File: src/rtl/xcvr_pkg.sv
package xcvr_pkg;
  localparam int NUM_DIR = 2;
  localparam int DIR_AB = 0;
  localparam int DIR_BA = 1;

  // strobes from control to datapath, one pass and one capture per direction
  typedef struct packed {
    logic [NUM_DIR-1:0] pass;
    logic [NUM_DIR-1:0] capt;
  } strobe_t;
endpackage

File: src/rtl/xcvr_ctrl.sv
module xcvr_ctrl
  import xcvr_pkg::*;
(
  input  logic    clk,
  input  logic    rstN,
  input  logic    leAb,
  input  logic    capClkAb,
  input  logic    oeAb,
  input  logic    leBa,
  input  logic    capClkBa,
  input  logic    oeBaN,
  output strobe_t strb,
  output logic    bDrive,
  output logic    aDrive
);
  logic [NUM_DIR-1:0] leVec;
  logic [NUM_DIR-1:0] ckVec;
  logic [NUM_DIR-1:0] ckPrev;

  assign leVec = {leBa, leAb};
  assign ckVec = {capClkBa, capClkAb};

  for (genvar d = 0; d < NUM_DIR; d++) begin : g_dir
    always_ff @(posedge clk) begin
      if (!rstN) ckPrev[d] <= 1'b0;
      else       ckPrev[d] <= ckVec[d];
    end
    assign strb.pass[d] = leVec[d];
    // a capture only counts while the element is not transparent
    assign strb.capt[d] = !leVec[d] && ckVec[d] && !ckPrev[d];
  end

  assign bDrive = oeAb;
  assign aDrive = !oeBaN;
endmodule

File: src/rtl/xcvr_dpath.sv
module xcvr_dpath
  import xcvr_pkg::*;
#(
  parameter int W = 36
) (
  input  logic         clk,
  input  logic         rstN,
  input  strobe_t      strb,
  input  logic [W-1:0] aIn,
  input  logic [W-1:0] bIn,
  output logic [W-1:0] bOut,
  output logic [W-1:0] aOut
);
  logic [W-1:0] srcVec [NUM_DIR];
  logic [W-1:0] dstVec [NUM_DIR];
  logic [W-1:0] store  [NUM_DIR];

  assign srcVec[DIR_AB] = aIn;
  assign srcVec[DIR_BA] = bIn;

  for (genvar d = 0; d < NUM_DIR; d++) begin : g_lane
    always_ff @(posedge clk) begin
      if (!rstN)
        store[d] <= '0;
      else if (strb.pass[d] || strb.capt[d])
        store[d] <= srcVec[d];
    end
    assign dstVec[d] = strb.pass[d] ? srcVec[d] : store[d];
  end

  assign bOut = dstVec[DIR_AB];
  assign aOut = dstVec[DIR_BA];
endmodule

File: src/rtl/xcvr_transceiver.sv
module xcvr_transceiver
  import xcvr_pkg::*;
#(
  parameter int W = 36
) (
  input  logic         clk,
  input  logic         rstN,
  input  logic [W-1:0] aIn,
  input  logic [W-1:0] bIn,
  input  logic         leAb,
  input  logic         capClkAb,
  input  logic         oeAb,
  input  logic         leBa,
  input  logic         capClkBa,
  input  logic         oeBaN,
  output logic [W-1:0] bOut,
  output logic         bDrive,
  output logic [W-1:0] aOut,
  output logic         aDrive
);
  strobe_t strb;

  xcvr_ctrl u_ctrl (
    .clk(clk), .rstN(rstN),
    .leAb(leAb), .capClkAb(capClkAb), .oeAb(oeAb),
    .leBa(leBa), .capClkBa(capClkBa), .oeBaN(oeBaN),
    .strb(strb), .bDrive(bDrive), .aDrive(aDrive)
  );

  xcvr_dpath #(.W(W)) u_dpath (
    .clk(clk), .rstN(rstN), .strb(strb),
    .aIn(aIn), .bIn(bIn), .bOut(bOut), .aOut(aOut)
  );
endmodule

File: config.mk
export PLATFORM = sky130hd
export DESIGN_NAME = xcvr_transceiver
export DESIGN_NICKNAME = d
export VERILOG_FILES = /design/src/rtl/xcvr_pkg.sv /design/src/rtl/xcvr_ctrl.sv /design/src/rtl/xcvr_dpath.sv /design/src/rtl/xcvr_transceiver.sv
export SDC_FILE = /design/constraint.sdc
export NUM_CORES = 1
export LEC_CHECK = 0
export ABC_CLOCK_PERIOD_IN_PS = 3100
export CORE_UTILIZATION = 49
export CTS_CLUSTER_SIZE = 16
export DETAILED_ROUTE_END_ITERATION = 10
export PLACE_DENSITY = 0.95
export SYNTH_ARGS = -nofsm -noshare
export SYNTH_HDL_FRONTEND = slang
export SYNTH_HIERARCHICAL = 1
export SYNTH_SLANG_ARGS = --single-unit
File: constraint.sdc
create_clock -name clk -period 3.1 [get_ports clk]
set_input_delay 0.465 -clock clk [delete_from_list [all_inputs] [get_ports clk]]
set_output_delay 0.465 -clock clk [all_outputs]
set_load 0.01 [all_outputs]
# == After elaboration in Yosys (flattened, before gate mapping) ==
# Memory sizes are Yosys's and may differ from the RTL's.
# Cells that the tools add are included.
# totals
reg_bits,2
ramBits,72
in_bits,80
word_cells,27
mem_count,1
# mem_list
name,depth,word_bits,read_ports,rd_clocked_by_memory_dff,wr,line_no,text
u_dpath.store,2,36,2,0,2,xcvr_dpath.sv:16,logic [W-1:0] store [NUM_DIR];
# classes
mux,11
bitwise,2
n_reduce_logical,11
# ops
op,count
$mux 36,4
$mux 1,7
$logic_not 1->1,5
$logic_and 1x1->1,4
$logic_or 1x1->1,2
$or 1x1->1,2

# == Depth between registers and ports, before layout ==
# logic_depth
depth_word,8
mapped_depth,4
mapped_depth_nobuf,2

# == By module ==
# Netlist, hierarchy kept.
# modules_own_cells
module,instances,cells_each,area_each_um2
xcvr_dpath,1,250,4189.0
xcvr_ctrl,1,10,103.8

# == Least setup slack after synthesis ==
# No wires, ideal clock.
# synth_timing
path_type,in2reg
startpoint,input port leAb
endpoint,memory u_dpath.store[0][0] (enable)
setup_time_ns,0.394
arrival_ns,1.642
required_ns,2.706
setup_slack_ns,1.064
path_stages,3
cell_sequence,nor3b_2 buf_2 or3b_1
# synth_rtl
element,line_no,text
"start, declared",xcvr_transceiver.sv:10,"input logic leAb,"
"end, declared",xcvr_dpath.sv:16,

# == Worst setup path in the final report ==
# layout_timing
startpoint,input port leAb
endpoint,output port bOut[19]
# layout_via
elab_chain_cells,1
# layout_rtl
element,line_no,text
$mux 36,xcvr_dpath.sv:28,assign dstVec[d] = strb.pass[d] ? srcVec[d] : store[d];
"end, declared",xcvr_transceiver.sv:16,"output logic [W-1:0] bOut,"
# Every way passes these cells.

==> reports/results.tsv <==
stage	metric	value	unit
run_status	outcome	finished, final reports clean	
sta	period_needed	2535	ps
route	vias	2781	
sta	hold_viol	0	
route	drcViolationCount	0	
placed_design	dp.cells	490	
yosys	syn_area_per_cell	16.51	um2
global_route	grt_busiest_layer	met2	
die	die_w	95.60	um
global_route	antenna_found_initial	0	
sta	fin_hold_ws	730.4	ps
cells_and_area	instances_no_fill	504	
sta	drv_slew	0	
sta	tightest_slew	592.2	ps
clocking	root_buffer	clkbuf_8	
power	ir_worst_vdd	0.2669	mV
sta	relSlewSlack	0.6052	
sta	timing.final.crit_share	0.8179	
power	power_density	423.5	mW/mm2
die	num_io_pins	154	
global_route	grtUsageTotal	0.2070	
worst_setup_path	crit_path_end_kind	primary output	
clocking	cts.sinks	74	
yosys	ys_seq_elements	74	
worst_setup_path	arrival	2070	ps
global_route	grt_pass1_wl	14310	um
clocking	clock_path_buffers	2	
clocking	clk_pin_slew	70	ps
cells_and_area	post-route-util	0.7159	
clocking	ctsHoldBuffers	0	
worst_setup_path	crit_family	buffers and inverters	
global_route	grt_pass1_vias	2873	
placed_design	placed_cell_area	0.005798	mm2
yosys	syn-cell-area	0.004293	mm2
cells_and_area	antenna_cells	0	
cells_and_area	drive_gt1_frac	0.2481	
worst_setup_path	cpPeakStageDelay	500	ps
yosys	syn_nets	340	
die	die_area	0.009139	mm2
route	via_per_inst	5.518	
route	drt-total-wl	9486	um
worst_setup_path	cpMaxStageDelayCell	clkdlybuf4s50_1	
yosys	yosysSeqAreaShare	0.5130	
power	leakage	2.997	nW
clocking	tritoncts	done	
route	dr.first_iter.drc_count	146	
cells_and_area	stdcell_area	0.005971	mm2
route	antenna_left	0	
route	first_pass_iters	4	
hold_path	hold_class	in2reg	
clocking	clk_latency	330	ps
clocking	h-tree-depth	3	
die	placementRows	33	
yosys	synth_cell_types	12	
worst_setup_path	worstPathRequired	2630	ps
placed_design	port_buffers	151	
clocking	post_cts_buffers	0	
sta	setup_violations	0	
global_route	grt.overflow.total	0	
worst_setup_path	crit_fanout	43	
sta	max_freq	0.3944	GHz
yosys	synth_top_area_cell	edfxtp_1	
flow_run	drv_cap	0	
die	core	0.008341	mm2
cells_and_area	final_nets	476	
clocking	numCtsBuffers	9	
worst_setup_path	rrSetupSlack	1560	ps
worst_setup_path	critPathBufInv	3	
sta	skew	7.690	ps
clocking	cts.repair.resized	0	
worst_setup_path	start_kind	input pin	
placed_design	hpwl	6526	um
yosys	syn_inst	260	
global_route	grt_use_met2	0.3750	
yosys	yosysWarnings	6	
route	routedWlPerCell	18.82	um
die	die_h	95.60	um
global_route	grt_max_degree	44	
worst_setup_path	worstSetupPathType	in2out	
yosys	synth_top_area_share	0.5036	
worst_setup_path	crit_chain	buf_4, buf_12, mux2_4, clkdlybuf4s50_1	
sta	rsz0062_at_grt	no	
yosys	synth_area_leaders	edfxtp_1 (50%), mux2_4 (24%), o211a_1 (17%)	
global_route	grt_use_met1	0.2455	
sta	finalSetupTns	0	ps
global_route	grt_util_met3	0.02871	
placed_design	gp_congestion	0.7427	
cells_and_area	layout-area-overhead-vs-synth	39.08	%
die	start_util	0.5147	
==> area by class of cell <==
class                      instances  area [um2]
tap                              105       131.4
multi-input combinational        150        1854
clock buffer                      10       127.6
sequential                        74        2202
clock inverter                     4       45.04
fill                             551        2370
timing repair buffer             160        1607
inverter                           1       3.754
==> cell usage after synthesis, drive strengths merged <==
master,instances
mux2,72
nor3b,2
buf,35
and2,2
or3b,2
dfxtp,2
o211a,72
inv,1
edfxtp,72
==> cells in the final DEF, fill, tap and decap left out <==
cell               n
o211a_1           72
buf_4              8
nor3b_4            2
clkdlybuf4s50_1  148
mux2_4            68
bufinv_16          1
dfxtp_1            2
clkinv_2           3
mux2_2             4
or3b_1             2
inv_1              1
clkbuf_1           1
buf_12             3
buf_2              1
edfxtp_1          72
and2_1             2
clkbuf_8           9
==> registers in the layout, indices dropped and copies added, names as in the netlist <==
signal / flops
u_ctrl/ckPrev: 2
u_dpath/store: 72
==> where the power goes <==
| group | internal [mW] | switching, mW |
|---|---|---|
| registers | 1.18 | 0.0231 |
| clock network | 0.360 | 0.333 |
| logic | 0.395 | 0.235 |
==> kinds of logic after synthesis <==
logic type / share of synthesized area
DFF: 0.5130
buffers and inverters: 0.05800
AOI/OAI and AO/OA: 0.1679
and+or+nand+nor: 0.01282
muxes: 0.2483
==> metrics by stage <==
| stage | worst slack, ps | power, mW |
|---|---|---|
| after floorplan | 1064 | 1.543 |
| after global placement | 623.3 | 1.840 |
| after detailed placement | 575.8 | 1.859 |
| after CTS | 574.6 | 2.551 |
| after global routing | 503.4 | 2.624 |
| final | 564.6 | 2.528 |
==> path summary, 6_finish.rpt <==
kind,from,endpoint,cells past startpoint
worst min register to register,u_ctrl/ckPrev[1],u_dpath/store[1][7],3
worst max register to register,u_ctrl/ckPrev[0],u_dpath/store[0][3],3
worst min-delay path,rstN,u_ctrl/ckPrev[1],2
worst max-delay path,leAb,bOut[19],4
==> metal layers <==
layer  vias to the layer above  part of all wire
li1                       1315                 -
met1                      1372              0.40
met2                        81              0.55
met3                        13             0.034
met4                         0             0.016
met5                         -                 0
Note: power is estimated with default switching activity, not from simulation.
